File: config.mk
export PLATFORM = sky130hd
export DESIGN_NAME = line_owner_arb
export DESIGN_NICKNAME = d
export VERILOG_FILES = /design/src/rtl/loa_pkg.sv /design/src/rtl/loa_pick.sv /design/src/rtl/loa_slot.sv /design/src/rtl/line_owner_arb.sv
export SDC_FILE = /design/constraint.sdc
export NUM_CORES = 1
export LEC_CHECK = 0
export ABC_AREA = 1
export BUFFER_PORTS_ARGS = -buffer_cell sky130_fd_sc_hd__buf_2
export CAP_MARGIN = 10
export CORE_UTILIZATION = 58
export DETAILED_ROUTE_END_ITERATION = 12
export PLACE_DENSITY = 0.82
export SLEW_MARGIN = 20
export SYNTH_ARGS = -nofsm -noshare
export SYNTH_HDL_FRONTEND = slang
export SYNTH_SLANG_ARGS = --single-unit
File: constraint.sdc
create_clock -name clk -period 2.2 [get_ports clk]
set_input_delay 0.22 -clock clk [delete_from_list [all_inputs] [get_ports clk]]
set_output_delay 0.22 -clock clk [all_outputs]
set_load 0.01 [all_outputs]
File: src/rtl/loa_pkg.sv
// Package: shared types for the line ownership arbiter.
// Assumes byte-wide store data.
package loa_pkg;
    localparam int DATA_W = 8;
    typedef logic [DATA_W-1:0] lbyte_t;
endpackage

File: src/rtl/loa_pick.sv
// Rotating-priority picker: finds the first set candidate at or after ptr.
// Assumes N is a power of two so index arithmetic wraps naturally.
module loa_pick #(
    parameter int N  = 4,
    localparam int IW = (N > 1) ? $clog2(N) : 1
) (
    input  logic [N-1:0]  cand,
    input  logic [IW-1:0] ptr,
    output logic          found,
    output logic [IW-1:0] win
);
    // Scan from the farthest offset down so the nearest candidate is kept.
    always_comb begin
        logic [IW-1:0] idx;
        found = 1'b0;
        win   = '0;
        for (int k = N - 1; k >= 0; k--) begin
            idx = ptr + IW'(k);
            if (cand[idx]) begin
                found = 1'b1;
                win   = idx;
            end
        end
    end
endmodule

File: src/rtl/loa_slot.sv
// One line slot: arbitration, lock hold tracking and the line's data byte.
// Assumes requesters keep a request until granted and that only the
// owner's lock_hold bit matters while the line is held.
module loa_slot
    import loa_pkg::*;
#(
    parameter int N        = 4,
    parameter int AW       = 2,
    parameter int LINE_ID  = 0,
    parameter int MAX_HOLD = 4,
    localparam int IW = (N > 1) ? $clog2(N) : 1,
    localparam int CW = $clog2(MAX_HOLD) + 1
) (
    input  logic              clk,
    input  logic              rst_n,
    input  logic [N-1:0]      req_valid,
    input  logic [N*AW-1:0]   req_line,
    input  logic [N-1:0]      req_locked,
    input  logic [N*DATA_W-1:0] req_data,
    input  logic [N-1:0]      lock_hold,
    output logic              gnt,
    output logic [IW-1:0]     gnt_idx,
    output lbyte_t            line_data
);
    localparam logic [AW-1:0] MY_LINE = AW'(LINE_ID);

    logic [N-1:0]  cand;
    logic          busy;
    logic [IW-1:0] owner;
    logic [CW-1:0] cnt;
    logic [IW-1:0] ptr;
    logic          found;
    lbyte_t        win_data;

    // Candidates: valid requests for this line, none while the line is held.
    always_comb begin
        for (int c = 0; c < N; c++)
            cand[c] = req_valid[c] && (req_line[c*AW +: AW] == MY_LINE) && !busy;
    end

    loa_pick #(.N(N)) u_pick (
        .cand  (cand),
        .ptr   (ptr),
        .found (found),
        .win   (gnt_idx)
    );

    assign gnt      = found;
    assign win_data = req_data[gnt_idx*DATA_W +: DATA_W];

    // Slot state: priority pointer, lock ownership and timeout, data byte.
    always_ff @(posedge clk) begin
        if (!rst_n) begin
            busy      <= 1'b0;
            owner     <= '0;
            cnt       <= '0;
            ptr       <= '0;
            line_data <= '0;
        end else if (busy) begin
            if (!lock_hold[owner] || cnt == CW'(MAX_HOLD - 1)) begin
                busy <= 1'b0;
                cnt  <= '0;
            end else begin
                cnt <= cnt + 1'b1;
            end
        end else if (found) begin
            line_data <= win_data;
            ptr       <= gnt_idx + 1'b1;
            if (req_locked[gnt_idx]) begin
                busy  <= 1'b1;
                owner <= gnt_idx;
                cnt   <= '0;
            end
        end
    end

    assert_grant_from_req_R2: assert property (@(posedge clk) disable iff (!rst_n)
        gnt |-> (req_valid[gnt_idx] && req_line[gnt_idx*AW +: AW] == MY_LINE));

    assert_rotate_after_win_R3: assert property (@(posedge clk) disable iff (!rst_n)
        gnt |=> (ptr == $past(gnt_idx) + 1'b1));

    assert_locked_blocks_next_R5: assert property (@(posedge clk) disable iff (!rst_n)
        (gnt && req_locked[gnt_idx]) |=> !gnt);

    assert_hold_bounded_R6: assert property (@(posedge clk) disable iff (!rst_n)
        (busy && cnt == CW'(MAX_HOLD - 1)) |=> !busy);

    assert_data_written_R8: assert property (@(posedge clk) disable iff (!rst_n)
        gnt |=> (line_data == $past(win_data)));
endmodule

File: src/rtl/line_owner_arb.sv
// Top: one arbitration slot per line plus an unregistered read mux.
// Assumes N_CORES is a power of two and at least 2.
module line_owner_arb
    import loa_pkg::*;
#(
    parameter int N_CORES  = 4,
    parameter int LINE_AW  = 2,
    parameter int MAX_HOLD = 4,
    localparam int LINES = 1 << LINE_AW,
    localparam int IW    = $clog2(N_CORES)
) (
    input  logic                        clk,
    input  logic                        rst_n,
    input  logic [N_CORES-1:0]          req_valid,
    input  logic [N_CORES*LINE_AW-1:0]  req_line,
    input  logic [N_CORES-1:0]          req_locked,
    input  logic [N_CORES*DATA_W-1:0]   req_data,
    input  logic [N_CORES-1:0]          lock_hold,
    input  logic [LINE_AW-1:0]          rd_line,
    output logic [LINES-1:0]            gnt_valid,
    output logic [LINES*IW-1:0]         gnt_core,
    output logic [DATA_W-1:0]           rd_data
);
    lbyte_t line_bytes [LINES];

    // One independent slot per line so different lines grant in parallel.
    for (genvar l = 0; l < LINES; l++) begin : g_slot
        loa_slot #(
            .N        (N_CORES),
            .AW       (LINE_AW),
            .LINE_ID  (l),
            .MAX_HOLD (MAX_HOLD)
        ) u_slot (
            .clk        (clk),
            .rst_n      (rst_n),
            .req_valid  (req_valid),
            .req_line   (req_line),
            .req_locked (req_locked),
            .req_data   (req_data),
            .lock_hold  (lock_hold),
            .gnt        (gnt_valid[l]),
            .gnt_idx    (gnt_core[l*IW +: IW]),
            .line_data  (line_bytes[l])
        );
    end

    // Read port: select the addressed line's byte.
    assign rd_data = line_bytes[rd_line];

    // A core asks for one line at a time, so it never wins two lines at once.
    assert_core_single_win_R7: assert property (@(posedge clk) disable iff (!rst_n)
        (gnt_valid[0] && gnt_valid[1]) |-> (gnt_core[0 +: IW] != gnt_core[IW +: IW]));
endmodule

### Word-level counts from Yosys, hierarchy flattened

Index checks and enable logic that the tools add are counted.
Widths: inputs -> output; s select.

| word-level totals | value |
|---|---|
| register bits after elaboration | 64 |
| bits in latches | 0 |
| memory bits (writable) | 0 |
| memory bits (read-only) | 0 |
| bits of input ports | 56 |
| output and inout bits | 20 |
| word-level logic and storage cells | 273 |
| memories kept | 0 |

| operators by class | value |
|---|---|
| add/sub/neg operators | 20 |
| multipliers | 0 |
| div/mod/pow operators | 0 |
| $lt $le $gt $ge | 25 |
| equality and inequality tests | 16 |
| shift-type cells | 4 |
| multiplexer cells | 115 |
| bitwise operators | 5 |
| reduce and logical (&&, ||, !) cells | 68 |

Operators by type and width:

| cell | number |
|---|---|
| $shiftx 32x6->8 | 4 |
| $lt 2x3->1 const B | 24 |
| $mux 1 | 56 |
| $bmux 1 s2 | 24 |
| $mux 3 | 16 |
| $logic_and 1x1->1 | 32 |
| $mux 2 | 16 |
| $add 2x1->2 const B | 8 |
| $add 2x2->2 const B | 8 |
| $bmux 8 s2 | 1 |
| $eq 2x2->1 const B | 8 |
| $mux 8 | 2 |
| $reduce_and 2->1 | 8 |
| $reduce_bool 2->1 | 8 |
| $add 3x1->3 const B | 4 |
| $eq 3x2->1 const B | 4 |
| $reduce_and 3->1 | 4 |
| $eq 2x1->1 const B | 4 |
| $logic_not 1->1 | 8 |
| $logic_not 2->1 | 4 |
| $logic_or 1x1->1 | 4 |
| $not 1->1 | 4 |
| $ge 3x3->1 const B | 1 |
| $not 2->3 | 1 |

### Depth between registers and ports, before layout

Gate-level depths: netlist of the first run.

| depth | value |
|---|---|
| word-level depth | 14 |
| depth in mapped cells | 19 |
| mapped depth without buffers | 18 |

### Hierarchy

From an unflattened synthesis of the first run, not the netlist that was laid out.

| unflattened totals | value |
|---|---|
| cell total of the unflattened synthesis | 910 |
| area total of the unflattened synthesis | 5277.6 µm² |

Modules (own cells, without submodules):

| module | times used | cells an instance | area an instance (µm²) | sequential area each (µm²) |
|---|---|---|---|---|
| loa_slot at g_slot[1].u_slot ... | 2 | 158 | 1017.2 | 320.3 |
| loa_slot at g_slot[3].u_slot | 1 | 158 | 1002.2 | 320.3 |
| loa_slot at g_slot[0].u_slot | 1 | 158 | 994.7 | 320.3 |
| loa_pick | 4 | 46 | 212.7 | 0.0 |
| line_owner_arb | 1 | 94 | 395.4 | 0.0 |

### Worst setup path after synthesis of the first run

OpenSTA, ideal clock, no wires.

| timing | value |
|---|---|
| path type | reg2out |
| start point | register g_slot[0].u_slot.ptr[0] |
| end point | output gnt_valid[0] |
| arrival time | 1.529 ns |
| data required time | 1.980 ns |
| path slack | 0.451 ns |
| cell stages (with the launch flop) | 11 |
| buffers on the path | 4 |
| path through | dfxtp_1 -> buf_4 -> xor2_2 -> inv_1 -> nand2_2 -> nand2_1 -> nor2_1 -> nand2_1 -> clkbuf_1 -> buf_2 -> buf_4 |

| on the way | value |
|---|---|
| cells in the longest elaborated chain, start to end | 7 |
| elaborated cells on any way between the ends | 15 |
| classes of those cells | add/sub: 3; mux: 12 |

Ends and longest elaborated chain:

| item | RTL line | text |
|---|---|---|
| start, declared | loa_slot.sv:31 | `logic [IW-1:0] ptr;` |
| start signal, assigned | loa_slot.sv:68 | `ptr <= gnt_idx + 1'b1;` |
| $add 2x2->2 | loa_pick.sv:18 | `idx = ptr + IW'(k);` |
| $bmux 1 s2 | loa_pick.sv:19 | `if (cand[idx]) begin` |
| $mux 1 (not written as such) | loa_pick.sv:19 |  |
| $mux 1 (3 in a row) | loa_pick.sv:19 |  |
| $mux 1 (*) | loa_pick.sv:19 |  |
| end, declared | line_owner_arb.sv:20 | `output logic [LINES-1:0] gnt_valid,` |

Every way passes the cells marked *; elsewhere a longest branch is shown, timed or not. The select of a mux whose other input is x is not followed.

### Worst setup path after layout of the first run

| timing | value |
|---|---|
| start point | register g_slot[1].u_slot.busy |
| end point | output gnt_valid[1] |

| on the way | value |
|---|---|
| cells in the longest elaborated chain, start to end | 8 |
| elaborated cells on any way between the ends | 17 |
| classes of those cells | mux: 12; reduce/logical: 5 |

Ends and longest elaborated chain:

| item | RTL line | text |
|---|---|---|
| start, declared | loa_slot.sv:28 | `logic busy;` |
| start signal, assigned | loa_slot.sv:54 | `busy <= 1'b0;` |
| start signal, assigned | loa_slot.sv:61 | `busy <= 1'b0;` |
| start signal, assigned | loa_slot.sv:70 | `busy <= 1'b1;` |
| $logic_not 1->1 (*) | loa_slot.sv:38 | `cand[c] = req_valid[c] && (req_line[c*AW +: AW] == MY_LINE) && !busy;` |
| $logic_and 1x1->1 | loa_slot.sv:38 |  |
| $bmux 1 s2 | loa_pick.sv:19 |  |
| $mux 1 (not written as such) | loa_pick.sv:19 |  |
| $mux 1 (3 in a row) | loa_pick.sv:19 |  |
| $mux 1 (*) | loa_pick.sv:19 |  |

Marks and branches as above.

==> results.sh, run 1 <==
export IMPL_avg_cell_area_syn_sq_um=6.12
export IMPL_finalSetupViolCount=0
export IMPL_worst_pin_slew_ns=0.583
export IMPL_cts_clk_slew_worst_paths_ns=0.08
export IMPL_mappedNetlistNets=895
export IMPL_layout_commonest_cell="sky130_fd_sc_hd__nand2_1"
export IMPL_cts_hold_buffers=0
export IMPL_gp_routability_congestion=0.956
export IMPL_final_core_util_pct=72.5
export IMPL_layout_drive_gt1_share_pct=23.2
export IMPL_wire_length_of_the_first_global_routing_pass_mm=25.8
export IMPL_synth_yosys_warnings=0
export IMPL_final_hold_viol_count=0
export IMPL_power_density_cell_area_nw_per_um2=1490
export IMPL_drc=0
export IMPL_grt_total_usage_pct=37.1
export IMPL_htree_num_levels=3
export IMPL_overall_die_height_um=95.7
export IMPL_ir_drop_mv=0.790
export IMPL_cts_root_to_sink_buffers=2
export IMPL_seq_area_sq_um=1300
export IMPL_netSwitchingFraction_pct=49.9
export IMPL_final_hpwl_dp_mm=11.9
export IMPL_fillers=719
export IMPL_grt_start_max_net_pins=39
export IMPL_yosys_cell_types_count=34
export IMPL_number_of_drc_markers_in_iteration_0=591
export IMPL_core_box_area_sq_um=8340
export IMPL_crit_path_top_delay_cell="sky130_fd_sc_hd__dfxtp_4"
export IMPL_total_switching_power_uw=4490
export IMPL_most_frequent_cells_in_the_layout="sky130_fd_sc_hd__nand2_1 (169), sky130_fd_sc_hd__inv_1 (98), sky130_fd_sc_hd__buf_2 (75), sky130_fd_sc_hd__nand3_1 (74)"
export IMPL_clock_skew_ns=0.0109
export IMPL_fp_dieW_um=95.7
export IMPL_row_count=33
export IMPL_insertedDiodeCount=0
export IMPL_layout_nets=972
export IMPL_viasPerCell=5.98
export IMPL_area_growth_synth_to_final_pct=18.8
export IMPL_relSlewSlack_pct=60.9
export IMPL_path_cells="nor2_1 > nand2_1 > nand2_1 > nand3_2 > nand2_1 > inv_2 > and3_1 > nand2_1 > buf_6 > buf_4 > buf_2"
export IMPL_initial_utilization_pct=61.0
export IMPL_tritoncts_buffer_count=9
export IMPL_synth_area_leaders="sky130_fd_sc_hd__dfxtp_1 (25%), sky130_fd_sc_hd__nand2_1 (13%), sky130_fd_sc_hd__nand3_1 (7.6%)"
export IMPL_crit_path_end_kind="primary output"
export IMPL_final_sum_of_negative_setup_slack_ns=0
export IMPL_worst_setup_path_start_kind="register"
export IMPL_share_comb_of_total_power_pct=64.6
export IMPL_crit_path_max_incr_delay_ns=0.38
export IMPL_flip_flop_and_latch_count_after_synthesis=64
export IMPL_critical_path_arrival_ns=1.93
export IMPL_die_area_sq_um=9150
export IMPL_tritoncts="built"
export IMPL_dpl_cell_area_sq_um=5550
export IMPL_clkPwrFrac_pct=14.6
export IMPL_cp_common_cell="sky130_fd_sc_hd__nand2_1"
export IMPL_cts_root_buffer_cell="sky130_fd_sc_hd__clkbuf_8"
export IMPL_wl_per_cell_um=17.0
export IMPL_synth_seq_area_share_pct=25.2
export IMPL_synth_top_area_share_pct=25.2
export IMPL_design_power_total_uw=9000
export IMPL_cell_internal_pwr_uw=4510
export IMPL_final_cell_area_sq_um=6040
export IMPL_io_buffer_count=75
export IMPL_final_min_clock_period_ns=2.15
export IMPL_clock_latency_ns=0.36
export IMPL_criticalPathCategory="register to primary output"
export IMPL_netlist_instances=831
export IMPL_synthesis_area_sq_um=5090
export IMPL_tritoncts_num_sinks=64
export IMPL_min_path_type="input pin to register"
export IMPL_drt_pass1_iterations=7
export IMPL_max_cap_viols=0
export IMPL_pin_count=76
export IMPL_grt_antenna_before_repair=0
export IMPL_cellLeakagePower_uw=0.00319
export IMPL_routed_via_count=6083
export IMPL_fmax_mhz=465
export IMPL_power_frac_seq_pct=20.8
export IMPL_total_gr_overflow=0
export IMPL_data_required_time_of_the_worst_path_ns=1.98
export IMPL_first_global_vias=5341
export IMPL_critical_path_peak_fanout=13
export IMPL_totalWireLength_mm=17.3
export IMPL_multi_input_comb_area_sq_um=3170
export IMPL_finalMaxSlewViolations=0
export IMPL_status="finished clean"
export IMPL_ant_nets=0
export IMPL_timing_final_crit_share_pct=97.8
export IMPL_synth_largest_area_cell="sky130_fd_sc_hd__dfxtp_1"
-- power by group through the flow --
| stage | logic (uW) | clock network (uW) | registers (uW) |
|---|---|---|---|
| 2_1_floorplan | 3840 | 0 | 1760 |
| 3_3_place_gp | 5010 | 0 | 1830 |
| 3_5_place_dp | 5160 | 0 | 1840 |
| 4_1_cts | 5220 | 1310 | 1830 |
| 5_1_grt | 6290 | 1360 | 1910 |
| 6_report | 5810 | 1310 | 1870 |
-- cells in the mapped netlist, drive strengths merged --
master / instances
o32ai: 2
xnor2: 2
a211oi: 3
buf: 26
dfxtp: 64
clkinv: 5
nand2: 183
a21oi: 51
o21a: 4
o22ai: 10
or2: 11
inv: 123
ha: 8
nand4: 4
a31oi: 2
o21bai: 25
clkbuf: 11
xor2: 4
o21ai: 111
nor2: 73
nand3: 91
o211ai: 16
and3: 2
-- timing repair --
item	CTS	global route
setup buffers	0	5
resized for setup	6	43
gates cloned	0	2
endpoints found under the setup margin	5	39
pin swaps	0	2
-- worst max-delay path, delay by kind of cell, from the launching register on --
family / cells / cell delay, ns
AND/OR/NAND/NOR: 7 / 0.74
flip-flops: 1 / 0.38
buffers and inverters: 4 / 0.45
-- metal layers --
| metal | track usage, % | vias up | routed length (um) |
|---|---|---|---|
| li1 | - | 2873 | - |
| met1 | 44.9 | 2796 | 6740 |
| met2 | 63.1 | 339 | 8060 |
| met3 | 5.90 | 75 | 1700 |
| met4 | 18.9 | 0 | 794 |
| met5 | 0 | - | 0 |
-- final timing paths --
path / from / cells after the start / slack, ns / endpoint
hold reg to reg: g_slot[0].u_slot.cnt[2] / 2 / 0.48 / g_slot[0].u_slot.cnt[2]
hold / removal: req_data[29] / 5 / 0.23 / g_slot[2].u_slot.line_data[5]
setup / recovery: g_slot[1].u_slot.busy / 11 / 0.05 / gnt_valid[1]
setup reg to reg: g_slot[3].u_slot.busy / 16 / 0.12 / g_slot[3].u_slot.line_data[7]
-- sequential cells by signal, indices dropped and copies added (netlist names) --
signal	count
g_slot.u_slot.line_data	32
g_slot.u_slot.owner	8
g_slot.u_slot.cnt	12
g_slot.u_slot.ptr	8
g_slot.u_slot.busy	4
-- logic make-up after synthesis --
group	count (synthesis)	synth area share, %
AOI/OAI and AO/OA	224	24.9
xor gates and xnor gates	6	1.18
adders and majority gates	8	1.97
buffers and inverters	165	14.4
DFF	64	25.2
and+or+nand+nor	364	32.3
-- metrics by stage --
| step | std cells | worst slack, ns | hold WS (ns) |
|---|---|---|---|
| 2_1_floorplan | 831 | 0.451 | 0.419 |
| 3_3_place_gp | 995 | 0.213 | 0.461 |
| 3_5_place_dp | 995 | 0.105 | 0.472 |
| 4_1_cts | 1011 | 0.0203 | 0.233 |
| 5_1_grt | 1018 | -0.0195 | 0.261 |
| 6_report | 1018 | 0.0476 | 0.235 |
-- layout make-up --
class,instances,share of cell area (%)
Sequential cell,64,21.5
Multi-Input combinational cell,602,52.5
Clock inverter,6,1.90
Inverter,128,8.16
Timing Repair Buffer,103,11.5
Clock buffer,10,2.28
Tap cell,105,2.17
Power figures use the tool's default switching activity.
==> run 2, diff against run 1 <==
REMOVE_ABC_BUFFERS = 1   (was not set)
==> results.sh, run 2 (same netlist as run 1, synthesis figures left out) <==
export IMPL_status="finished clean"
export IMPL_design_power_total_uw=8800
export IMPL_finalSetupViolCount=0
export IMPL_grt_total_usage_pct=37.3
export IMPL_cts_hold_buffers=0
export IMPL_first_global_vias=5642
export IMPL_drt_pass1_iterations=7
export IMPL_max_cap_viols=0
export IMPL_clock_skew_ns=0.0115
export IMPL_worst_pin_slew_ns=0.579
export IMPL_worst_hold_path_num_cells=3
export IMPL_final_cell_area_sq_um=6080
export IMPL_worst_setup_path_start_kind="register"
export IMPL_grt_antenna_before_repair=0
export IMPL_critical_path_arrival_ns=1.93
export IMPL_final_min_clock_period_ns=2.15
export IMPL_dpl_cell_area_sq_um=5540
export IMPL_overall_die_height_um=95.7
export IMPL_power_density_cell_area_nw_per_um2=1450
export IMPL_data_required_time_of_the_worst_path_ns=1.98
export IMPL_multi_input_comb_area_sq_um=3210
export IMPL_cts_root_buffer_cell="sky130_fd_sc_hd__clkbuf_8"
export IMPL_crit_path_max_incr_delay_ns=0.38
export IMPL_timing_rr_end="g_slot[2].u_slot.line_data[0]"
export IMPL_dp_cells=994
export IMPL_tritoncts_buffer_count=9
export IMPL_criticalPathCategory="register to primary output"
export IMPL_crit_path_top_delay_cell="sky130_fd_sc_hd__dfxtp_4"
export IMPL_most_frequent_cells_in_the_layout="sky130_fd_sc_hd__nand2_1 (164), sky130_fd_sc_hd__inv_1 (98), sky130_fd_sc_hd__buf_2 (75), sky130_fd_sc_hd__nand3_1 (72), sky130_fd_sc_hd__o21ai_0 (59)"
export IMPL_viasPerCell=5.93
export IMPL_worst_path_buf_inv=2
export IMPL_io_buffer_count=75
export IMPL_cts_root_to_sink_buffers=2
export IMPL_pin_count=76
export IMPL_drc=0
export IMPL_relSlewSlack_pct=61.4
export IMPL_layout_nets=980
export IMPL_totalWireLength_mm=16.6
export IMPL_ir_drop_mv=0.786
export IMPL_layoutNonFillerInstCount=1026
export IMPL_ant_nets=0
export IMPL_fillers=702
export IMPL_routed_via_count=6087
export IMPL_final_hold_viol_count=0
export IMPL_number_of_drc_markers_in_iteration_0=417
export IMPL_min_path_type="input pin to register"
export IMPL_gp_routability_congestion=0.955
export IMPL_largest_register_ff_count=32
export IMPL_timing_reg2reg_worst_path_depth=16
export IMPL_layout_commonest_cell="sky130_fd_sc_hd__nand2_1"
export IMPL_crit_cells=12
export IMPL_layout_drive_gt1_share_pct=24.9
export IMPL_final_hpwl_dp_mm=11.5
export IMPL_row_count=33
export IMPL_fmax_mhz=464
export IMPL_timing_final_crit_share_pct=97.9
export IMPL_rr_startpoint="g_slot[2].u_slot.busy"
export IMPL_die_area_sq_um=9150
export IMPL_crit_path_end_kind="primary output"
export IMPL_biggestRegsByFlops="g_slot.u_slot.line_data: 32 flops, g_slot.u_slot.cnt: 12 flops"
export IMPL_total_gr_overflow=0
export IMPL_cp_common_cell="sky130_fd_sc_hd__nand2_1"
export IMPL_area_growth_synth_to_final_pct=19.5
export IMPL_tritoncts_num_sinks=64
export IMPL_worst_r2r_setup_slack_ns=0.13
export IMPL_grt_start_max_net_pins=42
export IMPL_cts_clk_slew_worst_paths_ns=0.07
export IMPL_cellLeakagePower_uw=0.00320
export IMPL_htree_num_levels=3
export IMPL_timing_critical_path_to="gnt_core[3]"
export IMPL_path_cells="nor2_1 > nand2_1 > nand2_1 > nand3_2 > nand2_1 > nor2_2 > nand2_1 > nand2_1 > nand2_1 > nand2_4 > inv_4 > buf_2"
export IMPL_finalMaxSlewViolations=0
export IMPL_seq_area_sq_um=1300
export IMPL_fp_dieW_um=95.7
export IMPL_crit_path_start="g_slot[1].u_slot.busy"
export IMPL_core_box_area_sq_um=8340
export IMPL_regMostFlops="g_slot.u_slot.line_data"
export IMPL_cell_class_contributing_the_biggest_share_of_worst_path_delay="simple AND/OR/NAND/NOR gates"
export IMPL_initial_utilization_pct=61.0
export IMPL_final_core_util_pct=72.9
export IMPL_wire_length_of_the_first_global_routing_pass_mm=26.0
export IMPL_insertedDiodeCount=0
export IMPL_critical_path_peak_fanout=10
export IMPL_clock_latency_ns=0.36
export IMPL_finalWorstSetupSlack_ns=0.0458
export IMPL_wl_per_cell_um=16.2
export IMPL_tritoncts="built"
export IMPL_pre_cts_slack_ns=0.0752
==> run 2: changes by cell type in the layout (fill, tap and decap cells not counted), moves of 3 or more <==
cell,before,now
sky130_fd_sc_hd__nand2_2,9,14
sky130_fd_sc_hd__buf_4,18,28
sky130_fd_sc_hd__nor2_1,59,56
sky130_fd_sc_hd__nand2_1,169,164
==> run 2: timing repair <==
item / CTS / global route
cloned: 0 / 1
pin swaps: 0 / 7
buffers inserted: 1 / 14
gates resized for setup: 11 / 51
setup endpoints to repair: 6 / 46
==> run 2: report_power, final <==
group | leakage [uW] | internal, uW | switching (uW)
Clock | 0.000101 | 581 | 501
Sequential | 0.000532 | 1570 | 308
Combinational | 0.00257 | 2230 | 3600
Total | 0.00320 | 4380 | 4410
==> run 2: final cells by class <==
cell class	count	share of cell area (%)
clock inverter	5	0.905
timing repair buffer	111	12.1
inverter	128	8.19
tap	105	2.16
multi-input combinational	602	52.7
sequential	64	21.4
clock buffer	11	2.49
==> run 2: how the worst min path moves through the flow <==
stage	startpoint	endpoint	slack (ns)
2_1_floorplan	rst_n	g_slot[2].u_slot.ptr[1]	0.32
3_3_place_gp	g_slot[3].u_slot.owner[1]	g_slot[3].u_slot.owner[1]	0.46
3_5_place_dp	g_slot[3].u_slot.owner[1]	g_slot[3].u_slot.owner[1]	0.47
4_1_cts	rst_n	g_slot[2].u_slot.owner[0]	0.16
5_1_grt	rst_n	g_slot[2].u_slot.owner[0]	0.16
6_report	rst_n	g_slot[2].u_slot.owner[0]	0.17
==> run 2: routing by layer <==
metal  GRT usage, %  up-vias  part of all wire (%)
li1               -     2900                     -
met1           43.2     2750                    38
met2           63.0      362                    47
met3           9.09       75                    10
met4           20.3        0                   5.0
met5              0        -                     0
==> run 2: stage by stage <==
stage,setup TNS (ns),hold slack (ns)
after floorplan,-0.0406,0.324
after global placement,0,0.461
after detailed placement,0,0.465
after CTS,-0.0156,0.163
after global routing,-0.527,0.161
final,0,0.165
==> run 2: tightest hold or removal path, stage by stage <==
cell and delay, ns:
sky130_fd_sc_hd__buf_2 0.15, sky130_fd_sc_hd__nand2_1 0.08, sky130_fd_sc_hd__nor2_1 0.03
==> run 3, diff against run 2 <==
CORE_UTILIZATION = 60   (was 58)
CTS_BUF_LIST = sky130_fd_sc_hd__clkbuf_8   (was not set)
PLACE_DENSITY = 0.84   (was 0.82)
==> results.sh, run 3 (same netlist as run 1, synthesis figures left out) <==
export IMPL_grt_total_usage_pct=38.5
export IMPL_initial_utilization_pct=61.9
export IMPL_path_cells="nor2_1 > nand2_1 > nand2_1 > nand3_1 > nand2_1 > nor2_2 > nand2_1 > nand2_1 > nand2_1 > nand2_4 > inv_6 > buf_2"
export IMPL_finalSetupViolCount=1
export IMPL_pre_cts_slack_ns=0.126
export IMPL_first_global_vias=5912
export IMPL_critical_path_peak_fanout=10
export IMPL_cp_common_cell="sky130_fd_sc_hd__nand2_1"
export IMPL_fp_dieW_um=94.1
export IMPL_tritoncts_buffer_count=9
export IMPL_dpl_cell_area_sq_um=5540
export IMPL_grt_setup_unrepaired="yes"
export IMPL_wl_per_cell_um=16.7
export IMPL_tritoncts_num_sinks=64
export IMPL_fmax_mhz=450
export IMPL_final_min_clock_period_ns=2.22
export IMPL_biggestRegsByFlops="g_slot.u_slot.line_data: 32 flops, g_slot.u_slot.cnt: 12 flops"
export IMPL_htree_num_levels=3
export IMPL_finalWorstSetupSlack_ns=-0.0224
export IMPL_wire_length_of_the_first_global_routing_pass_mm=26.5
export IMPL_grt_start_max_net_pins=34
export IMPL_final_core_util_pct=73.5
export IMPL_max_cap_viols=0
export IMPL_core_box_area_sq_um=8220
export IMPL_area_growth_synth_to_final_pct=18.7
export IMPL_cts_root_buffer_cell="sky130_fd_sc_hd__clkbuf_8"
export IMPL_final_hold_viol_count=0
export IMPL_criticalPathCategory="register to primary output"
export IMPL_layout_commonest_cell="sky130_fd_sc_hd__nand2_1"
export IMPL_final_cell_area_sq_um=6040
export IMPL_crit_path_top_delay_cell="sky130_fd_sc_hd__dfxtp_4"
export IMPL_finalMaxSlewViolations=0
export IMPL_cts_hold_buffers=0
export IMPL_timing_final_crit_share_pct=101
export IMPL_fin_hold_ws_ns=0.213
export IMPL_data_required_time_of_the_worst_path_ns=1.98
export IMPL_overall_die_height_um=94.1
export IMPL_power_density_cell_area_nw_per_um2=1480
export IMPL_gp_routability_congestion=0.921
export IMPL_dp_cells=994
export IMPL_regMostFlops="g_slot.u_slot.line_data"
export IMPL_crit_path_max_incr_delay_ns=0.40
export IMPL_cts_clk_slew_worst_paths_ns=0.09
export IMPL_ir_drop_mv=0.717
export IMPL_critical_path_arrival_ns=2.00
export IMPL_clock_skew_ns=0.0122
export IMPL_ant_nets=0
export IMPL_totalWireLength_mm=17.1
export IMPL_drt_pass1_iterations=6
export IMPL_layoutNonFillerInstCount=1023
export IMPL_pin_count=76
export IMPL_cts_root_to_sink_buffers=2
export IMPL_worst_setup_path_start_kind="register"
export IMPL_layout_nets=977
export IMPL_clock_latency_ns=0.36
export IMPL_viasPerCell=6.08
export IMPL_final_hpwl_dp_mm=11.5
export IMPL_row_count=33
export IMPL_most_frequent_cells_in_the_layout="sky130_fd_sc_hd__nand2_1 (167), sky130_fd_sc_hd__inv_1 (98), sky130_fd_sc_hd__buf_2 (75), sky130_fd_sc_hd__nand3_1 (74), sky130_fd_sc_hd__o21ai_0 (59)"
export IMPL_io_buffer_count=75
export IMPL_largest_register_ff_count=32
export IMPL_min_path_type="input pin to register"
export IMPL_total_gr_overflow=0
export IMPL_worst_pin_slew_ns=0.633
export IMPL_relSlewSlack_pct=57.6
export IMPL_violations_in_the_final_reports="negative setup slack"
export IMPL_cellLeakagePower_uw=0.00319
export IMPL_status="complete, but fails checks"
export IMPL_insertedDiodeCount=0
export IMPL_grt_antenna_before_repair=0
export IMPL_routed_via_count=6221
export IMPL_layout_drive_gt1_share_pct=24.4
export IMPL_crit_path_end_kind="primary output"
export IMPL_drc=0
export IMPL_tritoncts="built"
export IMPL_number_of_drc_markers_in_iteration_0=482
export IMPL_die_area_sq_um=8850
[run 3: where the power goes]
| part | leakage, uW | internal, uW | switching (uW) |
|---|---|---|---|
| clock network | 0.000115 | 650 | 567 |
| logic | 0.00254 | 2180 | 3630 |
| registers | 0.000532 | 1570 | 312 |
[run 3: layout make-up]
class | instances | area, sq um
inverters | 128 | 495
multi-input cells | 602 | 3180
clock buffers | 9 | 124
flip-flops and latches | 64 | 1300
well taps | 105 | 131
repair buffers | 108 | 702
fillers | 682 | 2180
clock inverters | 7 | 100
[run 3: what timing repair did]
| item | in CTS | in global routing |
|---|---|---|
| setup endpoints to repair | 4 | 40 |
| endpoints found under the hold margin | 0 | 0 |
| setup buffers | 0 | 12 |
| gates resized for setup | 10 | 45 |
| gates cloned | 0 | 1 |
| pin swaps | 0 | 2 |
[run 3: final timing paths]
| kind | to | slack, ns | depth (start not counted) | from |
|---|---|---|---|---|
| worst max register to register | g_slot[2].u_slot.line_data[0] | 0.14 | 14 | g_slot[2].u_slot.busy |
| worst max-delay path | gnt_core[3] | -0.02 | 12 | g_slot[1].u_slot.busy |
| worst min-delay path | g_slot[3].u_slot.line_data[6] | 0.21 | 5 | req_data[30] |
| worst min register to register | g_slot[1].u_slot.cnt[2] | 0.49 | 2 | g_slot[1].u_slot.cnt[2] |
[run 3: worst max-delay path, delay by kind of cell, from the launching register on]
family,cells,cell delay (ns)
buffers and inverters,2,0.22
flip-flops,1,0.40
AND/OR/NAND/NOR,10,1.03
[run 3: stage by stage]
step | TNS [ns] | total power (uW)
finish | -0.0224 | 8910
global placement | 0 | 6710
global route | -0.682 | 9530
detailed placement | 0 | 6890
CTS | 0 | 8190
floorplan | -0.0406 | 5140
[run 3: layer usage]
layer	GRT usage, %	routed length [um]	vias up	part of all wire, %
met5	0	0	-	0
met4	26.3	992	0	5.8
met3	6.31	1980	101	12
met2	64.8	7760	435	45
met1	44.5	6360	2793	37
li1	-	-	2892	-
